`src/rtl/spgen_pkg.sv`:
```
package spgen_pkg;

  typedef enum logic [3:0] {
    M_IDLE    = 4'd0,
    M_SETPT   = 4'd1,
    M_RAMP    = 4'd2,
    M_SINE    = 4'd3,
    M_SQUARE  = 4'd4,
    M_TRI     = 4'd5,
    M_HSINE   = 4'd6,
    M_HSQUARE = 4'd7,
    M_HTRI    = 4'd8
  } mode_e;

  localparam int unsigned MODE_LAST = 8;

  // Unlisted codes fall back to idle.
  function automatic mode_e to_mode(input logic [3:0] code);
    return (code > 4'(MODE_LAST)) ? M_IDLE : mode_e'(code);
  endfunction

  function automatic logic is_periodic(input mode_e m);
    return m inside {M_SINE, M_SQUARE, M_TRI, M_HSINE, M_HSQUARE, M_HTRI};
  endfunction

  function automatic logic is_haver(input mode_e m);
    return m inside {M_HSINE, M_HSQUARE, M_HTRI};
  endfunction

endpackage

```
`src/rtl/spgen_phase.sv`:
```
module spgen_phase #(
  parameter int PW = 32,
  parameter int HW = 16
) (
  input  logic          clk,
  input  logic          rst_n,
  input  logic          tick,
  input  logic [PW-1:0] inc,
  input  logic          clear,
  output logic          wrap,
  output logic [HW-1:0] ph_head
);

  logic [PW-1:0] phase_q;
  logic [PW-1:0] sum;
  logic [PW-1:0] ph_next;

  // Carry out of the top bit marks the end of a period.
  assign {wrap, sum} = {1'b0, phase_q} + {1'b0, inc};
  assign ph_next     = clear ? '0 : sum;
  assign ph_head     = ph_next[PW-1 -: HW];

  always_ff @(posedge clk) begin
    if (!rst_n)     phase_q <= '0;
    else if (tick)  phase_q <= ph_next;
  end

  AST_PHASE_FROZEN: assert property (@(posedge clk) disable iff (!rst_n)
    !tick |=> $stable(phase_q));

endmodule

```
`src/rtl/spgen_mode.sv`:
```
module spgen_mode
  import spgen_pkg::*;
(
  input  logic       clk,
  input  logic       rst_n,
  input  logic       tick,
  input  logic [3:0] sel,
  input  logic       wrap,
  output mode_e      mode_q,
  output mode_e      mode_nxt,
  output logic       clear_ph
);

  mode_e req;
  logic  change_ok;
  logic  do_switch;

  assign req       = to_mode(sel);
  assign change_ok = (req == M_IDLE) || !is_periodic(mode_q) || wrap;
  assign do_switch = tick && (req != mode_q) && change_ok;
  assign mode_nxt  = do_switch ? req : mode_q;
  // Leaving a static mode restarts the waveform at phase zero.
  assign clear_ph  = do_switch && !is_periodic(mode_q);

  always_ff @(posedge clk) begin
    if (!rst_n)     mode_q <= M_IDLE;
    else if (tick)  mode_q <= mode_nxt;
  end

  AST_IDLE_AT_ONCE: assert property (@(posedge clk) disable iff (!rst_n)
    (tick && to_mode(sel) == M_IDLE) |=> (mode_q == M_IDLE));

  AST_WAIT_FOR_WRAP: assert property (@(posedge clk) disable iff (!rst_n)
    (tick && is_periodic(mode_q) && to_mode(sel) != M_IDLE && !wrap)
      |=> $stable(mode_q));

  AST_MODE_QUIET: assert property (@(posedge clk) disable iff (!rst_n)
    !tick |=> $stable(mode_q));

endmodule

```
`src/rtl/spgen_shape.sv`:
```
module spgen_shape
  import spgen_pkg::*;
#(
  parameter int DW = 16,
  parameter int QB = 6
) (
  input  logic [DW-1:0]        ph,
  input  mode_e                mode,
  output logic signed [DW-1:0] unit
);

  localparam int NQ = 1 << QB;
  localparam int FS = (1 << (DW - 1)) - 1;
  localparam logic [DW-1:0] QTR = {2'b01, {(DW-2){1'b0}}};

  // Parabolic quarter-wave point, rising from 0 to almost full scale.
  function automatic longint quarter_point(input int x);
    return (longint'(FS) * longint'(x) * longint'(2 * NQ - x)) / longint'(NQ * NQ);
  endfunction

  logic [DW-2:0] lut [NQ];

  for (genvar gi = 0; gi < NQ; gi++) begin : g_lut
    assign lut[gi] = (DW-1)'(quarter_point(gi));
  end

  logic                 haver;
  logic [DW-1:0]        ph_eval;
  logic [QB-1:0]        idx;
  logic [QB-1:0]        addr;
  logic [DW-2:0]        mag;
  logic signed [DW-1:0] sine_v;
  logic [DW-3:0]        low;
  logic [DW-2:0]        twice;
  logic [DW-2:0]        tri_mag;
  logic signed [DW-1:0] tri_v;
  logic signed [DW-1:0] sq_v;
  logic signed [DW-1:0] base;
  logic signed [DW:0]   lift;

  assign haver   = is_haver(mode);
  // One-sided shapes start from the trough of a cosine-like wave.
  assign ph_eval = haver ? (ph + QTR) : ph;

  assign idx    = ph_eval[DW-3 -: QB];
  assign addr   = ph_eval[DW-2] ? ~idx : idx;
  assign mag    = lut[addr];
  assign sine_v = ph_eval[DW-1] ? -$signed({1'b0, mag}) : $signed({1'b0, mag});

  assign low     = ph_eval[DW-3:0];
  assign twice   = {low, 1'b0};
  assign tri_mag = ph_eval[DW-2] ? ((DW-1)'(FS) - twice) : twice;
  assign tri_v   = ph_eval[DW-1] ? -$signed({1'b0, tri_mag}) : $signed({1'b0, tri_mag});

  assign sq_v = ph_eval[DW-1] ? -(DW)'(FS) : (DW)'(FS);

  always_comb begin
    unique case (mode)
      M_SINE,   M_HSINE:   base = sine_v;
      M_SQUARE, M_HSQUARE: base = sq_v;
      M_TRI,    M_HTRI:    base = tri_v;
      default:             base = '0;
    endcase
  end

  assign lift = $signed({2'b00, {(DW-1){1'b1}}}) - $signed({base[DW-1], base});
  assign unit = haver ? $signed(lift[DW:1]) : base;

endmodule

```
`src/rtl/spgen_out.sv`:
```
module spgen_out
  import spgen_pkg::*;
#(
  parameter int DW = 16
) (
  input  logic                 clk,
  input  logic                 rst_n,
  input  logic                 tick,
  input  mode_e                mode,
  input  logic signed [DW-1:0] unit,
  input  logic        [DW-1:0] amp,
  input  logic signed [DW-1:0] mean,
  input  logic signed [DW-1:0] idle_lvl,
  input  logic signed [DW-1:0] hold_lvl,
  input  logic signed [DW-1:0] ramp_tgt,
  input  logic        [DW-1:0] ramp_rate,
  output logic signed [DW-1:0] sp_q
);

  localparam int XW = DW + 3;
  localparam longint MAXV = (longint'(1) << (DW - 1)) - 1;
  localparam longint MINV = -(longint'(1) << (DW - 1));

  function automatic logic signed [DW-1:0] clamp(input logic signed [XW-1:0] v);
    if (v > XW'(MAXV))      return DW'(MAXV);
    else if (v < XW'(MINV)) return DW'(MINV);
    else                    return v[DW-1:0];
  endfunction

  function automatic logic signed [DW-1:0] scale(
    input logic        [DW-1:0] a,
    input logic signed [DW-1:0] u,
    input logic signed [DW-1:0] m
  );
    logic signed [2*DW:0]  prod;
    logic signed [XW-1:0]  part;
    prod = $signed({1'b0, a}) * u;
    part = XW'(prod >>> (DW - 1));
    return clamp(part + XW'(m));
  endfunction

  function automatic logic signed [DW-1:0] ramp_step(
    input logic signed [DW-1:0] cur,
    input logic signed [DW-1:0] tgt,
    input logic        [DW-1:0] rate
  );
    logic signed [DW+1:0] c, t, r, n;
    c = (DW+2)'(cur);
    t = (DW+2)'(tgt);
    r = $signed({2'b00, rate});
    if (c < t) begin
      n = c + r;
      if (n > t) n = t;
    end else if (c > t) begin
      n = c - r;
      if (n < t) n = t;
    end else begin
      n = c;
    end
    return n[DW-1:0];
  endfunction

  logic signed [DW-1:0] nxt;

  always_comb begin
    unique case (mode)
      M_IDLE:  nxt = idle_lvl;
      M_SETPT: nxt = hold_lvl;
      M_RAMP:  nxt = ramp_step(sp_q, ramp_tgt, ramp_rate);
      default: nxt = scale(amp, unit, mean);
    endcase
  end

  always_ff @(posedge clk) begin
    if (!rst_n)     sp_q <= '0;
    else if (tick)  sp_q <= nxt;
  end

endmodule

```
`src/rtl/spgen_top.sv`:
```
module spgen_top
  import spgen_pkg::*;
#(
  parameter int PW = 32,
  parameter int DW = 16,
  parameter int QB = 6
) (
  input  logic                 clk,
  input  logic                 rst_n,
  input  logic                 tick,
  input  logic [3:0]           mode_sel,
  input  logic        [DW-1:0] amp,
  input  logic signed [DW-1:0] mean,
  input  logic        [PW-1:0] freq_inc,
  input  logic signed [DW-1:0] idle_lvl,
  input  logic signed [DW-1:0] hold_lvl,
  input  logic signed [DW-1:0] ramp_tgt,
  input  logic        [DW-1:0] ramp_rate,
  output logic signed [DW-1:0] sp_out,
  output logic [3:0]           act_mode
);

  logic                 wrap;
  logic                 clear_ph;
  logic [DW-1:0]        ph_head;
  mode_e                mode_q;
  mode_e                mode_nxt;
  logic signed [DW-1:0] unit;
  logic signed [DW-1:0] sp_q;

  spgen_phase #(.PW(PW), .HW(DW)) u_phase (
    .clk     (clk),
    .rst_n   (rst_n),
    .tick    (tick),
    .inc     (freq_inc),
    .clear   (clear_ph),
    .wrap    (wrap),
    .ph_head (ph_head)
  );

  spgen_mode u_mode (
    .clk      (clk),
    .rst_n    (rst_n),
    .tick     (tick),
    .sel      (mode_sel),
    .wrap     (wrap),
    .mode_q   (mode_q),
    .mode_nxt (mode_nxt),
    .clear_ph (clear_ph)
  );

  spgen_shape #(.DW(DW), .QB(QB)) u_shape (
    .ph   (ph_head),
    .mode (mode_nxt),
    .unit (unit)
  );

  spgen_out #(.DW(DW)) u_out (
    .clk       (clk),
    .rst_n     (rst_n),
    .tick      (tick),
    .mode      (mode_nxt),
    .unit      (unit),
    .amp       (amp),
    .mean      (mean),
    .idle_lvl  (idle_lvl),
    .hold_lvl  (hold_lvl),
    .ramp_tgt  (ramp_tgt),
    .ramp_rate (ramp_rate),
    .sp_q      (sp_q)
  );

  assign sp_out   = sp_q;
  assign act_mode = mode_q;

  AST_OUT_QUIET: assert property (@(posedge clk) disable iff (!rst_n)
    !tick |=> $stable(sp_out));

  AST_HAVER_FLOOR: assert property (@(posedge clk) disable iff (!rst_n)
    (tick && is_haver(mode_nxt)) |=> (sp_out >= $past(mean)));

  AST_RAMP_NO_OVERSHOOT: assert property (@(posedge clk) disable iff (!rst_n)
    (tick && mode_nxt == M_RAMP && sp_out <= ramp_tgt)
      |=> (sp_out >= $past(sp_out)) && (sp_out <= $past(ramp_tgt)));

endmodule

```
`config.mk`:
```
export PLATFORM = sky130hd
export DESIGN_NAME = spgen_top
export DESIGN_NICKNAME = d
export VERILOG_FILES = /design/src/rtl/spgen_pkg.sv /design/src/rtl/spgen_phase.sv /design/src/rtl/spgen_mode.sv /design/src/rtl/spgen_shape.sv /design/src/rtl/spgen_out.sv /design/src/rtl/spgen_top.sv
export SDC_FILE = /design/constraint.sdc
export NUM_CORES = 1
export LEC_CHECK = 0
export ABC_CLOCK_PERIOD_IN_PS = 24100
export BUFFER_PORTS_ARGS = -buffer_cell sky130_fd_sc_hd__buf_4
export CAP_MARGIN = 20
export CORE_MARGIN = 5
export CORE_UTILIZATION = 55
export DETAILED_ROUTE_END_ITERATION = 10
export PLACE_DENSITY = 0.74
export RECOVER_POWER = 100
export SETUP_SLACK_MARGIN = 0.02
export SKIP_LAST_GASP = 1
export SYNTH_ARGS = -nofsm -noshare
export SYNTH_HDL_FRONTEND = slang
export SYNTH_SLANG_ARGS = --single-unit
export TNS_END_PERCENT = 20
```
`constraint.sdc`:
```
create_clock -name clk -period 24.1 [get_ports clk]
set_clock_uncertainty 0.15 [all_clocks]
set_input_delay 2.41 -clock clk [delete_from_list [all_inputs] [get_ports clk]]
set_output_delay 2.41 -clock clk [all_outputs]
set_load 0.1 [all_outputs]
```
==> out/metrics.cfg <==
[grt]
grt-ovfl-total = 0
antenna_found_initial = 1
grt_usage_pct = 29.9
grt_pass1_wl_um = 96500
grt_max_degree = 54
grt_pass1_vias = 18600

[clock_tree]
clkLatencyLatePin_ns = 0.31
h-tree-depth = 2
clock-sinks = 52
hold_buffers = 0
cts_tree = yes
cts_buffers = 5
path_clk_slew_ns = 0.08
cts_root_buf = clkbuf_16
clk_path_buf_depth = 2
cts-resized-gates = 0
post-cts-setup-buffers = 0

[power]
intPower_w = 0.000727
p_comb_share_pct = 88.4
power.switching_w = 0.000947
powerDensity_nw_per_um2 = 78.8
p_sw_share_pct = 56.6
power_frac_seq_pct = 6.6
peakVddDrop_mv = 0.0679
power.leakage_nw = 10.4
clkPwrFrac_pct = 5.1

[layout]
antennaDiodeCount = 0
final_nets = 3177
multi_input_area_um2 = 17000
stdcell_area_um2 = 21200
post-route-util_pct = 59.7
ff_latch_area_um2 = 1040
areaGrowthSynthToFinish_pct = 7.36
fillCellCount = 3290
drive_gt1_share_pct = 8.13

[critical_path]
path_buf_inv = 8
endpoint_kind = register
r2r_setup_slack_ns = 5.38
arrival_ns = 20.64
cp_common_cell = fa_1
worstPathMaxFanout = 24
r2r_cells = 56
crit_type = input port to register
critical_path_required_ns = 24.14
reg2reg_from = u_phase.phase_q[23]$_SDFFE_PN0P_
crit_family = compound AO/OA/AOI/OAI gates
cp_slowest_cell = a32oi_1
crit_path_start_kind = input port
slowest_delay_ns = 1.67
rr_endpoint = u_out.sp_q[13]$_SDFFE_PN0P_

[synthesis]
yosysUniqueCellTypes = 91
yosys_most_used_dff = dfxtp_1
yosys_warnings = 0
yosys.area_share.simple_pct = 20.1
synth_fp_nets = 3113
ys_seq_area_share_pct = 5.26
synth_fa_ha_area_share_pct = 36.6
synth.avg_cell_area_um2 = 7.86
ys_ff_latch = 52
synth_mux_area_share_pct = 2.52
async_flop_share_pct = 0
synth_compound_area_share_pct = 21.4
synth_edf_count = 0
synth_area_um2 = 19800
synthXorXnorAreaFrac_pct = 5.00
synth_top_family_by_area = adder cells
synth_cells = 2517

[timing]
relSlewSlack_pct = -28.5
fmax_mhz = 48.5
final.period_utilization_pct = 85.5
tightest_slew_ns = 1.93
setup_tns_ns = 0
slew_violations = 50
grt_setup_unrepaired = no
post-route-min-period_ns = 20.60
finalHoldViolations = 0
hold_ws_ns = 0.332
final-setup-viol-count = 0

[routing]
post_drt_wl_per_cell_um = 20.1
initialDrtViolationCount = 1713
dr.pass1.iters = 6
vias = 18900
via_per_inst = 6.19
post-route-drc-count = 0
ant_nets = 0
routed_wl_um = 61300

[floorplan]
core_area_um2 = 35600
die_x_um = 200
fp-row-count = 69
fp.dieArea_um2 = 39900
dieHeight_um = 200
start_util_pct = 55.6
io_pins = 155

[place]
io_buffers = 154
hpwl_um = 49200
placed_cell_area_um2 = 21200
place_congestion = 0.970

[hold_path]
hold_class = register to register
min_from = u_phase.phase_q[6]$_SDFFE_PN0P_
worst_hold_path.endpoint = u_phase.phase_q[6]$_SDFFE_PN0P_
hold-path-cell-count = 2

[flow_run]
maxCapViolCount = 2

[run_status]
status = finished, violations left
violations = max-capacitance violations, max-slew violations

[metrics by stage]
stage	worst slack, ns	power (W)	cells
final	3.50	0.00167	3043
after global routing	2.07	0.00186	3043
after CTS	5.19	0.00167	3042
after detailed placement	4.90	0.00158	3034
after global placement	5.34	0.00154	3034
after floorplan	7.30	0.00122	2517
[sequential cells by signal, summed over array words and instances, names as in the netlist]
| name | count |
|---|---|
| u_out.sp_q | 16 |
| u_phase.phase_q | 32 |
| u_mode.mode_q | 4 |
[how the worst max path moves through the flow]
| stage | endpoint | slack (ns) | start | cells after the start |
|---|---|---|---|---|
| 3_5_place_dp | u_out.sp_q[13]$_SDFFE_PN0P_ | 4.90 | freq_inc[0] | 59 |
| 4_1_cts | u_out.sp_q[13]$_SDFFE_PN0P_ | 5.19 | freq_inc[0] | 59 |
| 6_report | u_out.sp_q[13]$_SDFFE_PN0P_ | 3.50 | freq_inc[23] | 57 |
| 5_1_grt | u_out.sp_q[12]$_SDFFE_PN0P_ | 2.07 | freq_inc[23] | 53 |
| 2_1_floorplan | u_out.sp_q[7]$_SDFFE_PN0P_ | 7.30 | freq_inc[0] | 63 |
| 3_3_place_gp | u_out.sp_q[12]$_SDFFE_PN0P_ | 5.34 | freq_inc[0] | 55 |
[worst reg2reg max path, delay by kind of cell (launching register included)]
family	cells	cell delay, ns
AO/OA/AOI/OAI	24	7.77
XOR/XNOR	4	1.14
adder cells (fa/ha/maj)	11	4.64
buffers and inverters	7	1.19
flip-flops	1	0.34
multiplexers	2	1.33
AND/OR/NAND/NOR	8	2.02
[per-layer routing]
metal  GRT usage (%)  part of all wire [%]  vias to the layer above
li1                -                     -                     8842
met4            6.67                   2.2                        2
met5               0                 0.011                        -
met3            4.13                   8.5                      103
met2            49.6                    46                      836
met1            41.6                    43                     9067
[power groups by stage]
stage	clock network [W]	registers (W)	logic [W]
after floorplan	0	0.000139	0.00108
after global placement	0	0.000111	0.00143
after detailed placement	0	0.000112	0.00146
after CTS	0.0000864	0.000110	0.00147
after global routing	0.0000892	0.000111	0.00166
final	0.0000853	0.000110	0.00148
[cell families after synthesis]
| logic type | after synthesis |
|---|---|
| simple gates | 772 |
| buf+inv | 453 |
| fa+ha+maj | 461 |
| xor+xnor | 107 |
| mux | 48 |
| compound gates | 624 |
| flops | 52 |
[layout make-up]
| cell class | count | share of cell area [%] |
|---|---|---|
| clock buffers | 6 | 0.607 |
| clock inverters | 2 | 0.183 |
| inverters | 332 | 5.88 |
| multi-input cells | 2012 | 79.8 |
| flip-flops and latches | 52 | 4.90 |
| well taps | 461 | 2.72 |
| repair buffers | 178 | 5.89 |
[placed cells by master (no fill, tap or decap), types with 46 or more instances in the layout]
cell / instances
buf_4: 151
xnor2_1: 78
nor2b_1: 79
and2_1: 80
and3_1: 46
nand2_1: 177
nor2_1: 125
fa_1: 197
a21oi_1: 165
dfxtp_1: 52
o21ai_0: 114
nor3_1: 46
ha_1: 264
nand3_1: 78
inv_1: 330
nand2b_1: 49
[cells in the mapped netlist (8+ instances only)]
master,n,area (µm²)
mux2i_1,35,350
a221oi_1,10,87.6
xor2_1,25,219
o211ai_1,10,75.1
o21ai_0,113,566
and3_1,46,288
a21oi_1,165,826
and2_1,87,544
nand4_1,25,156
or3_1,15,93.8
a22o_1,22,193
mux2_2,12,135
o2111ai_1,8,70.1
nor3_1,46,230
a2111oi_0,9,78.8
nor2_1,125,469
a211oi_1,15,113
clkbuf_1,91,342
o221ai_1,17,149
fa_1,197,3940
a21boi_0,23,173
o21bai_1,19,143
dfxtp_1,52,1040
o21a_1,20,150
a21o_1,41,308
ha_1,264,3300
nand2_1,177,664
buf_2,14,70.1
o22ai_1,8,50.1
a31oi_1,36,225
nand3_1,78,390
or4_1,8,60.1
inv_1,330,1240
a32o_1,12,120
o31ai_1,9,67.6
nor2b_1,79,494
xnor2_1,78,683
nor4_1,10,62.6
nand2b_1,49,307
Power figures use the tool's default switching activity.
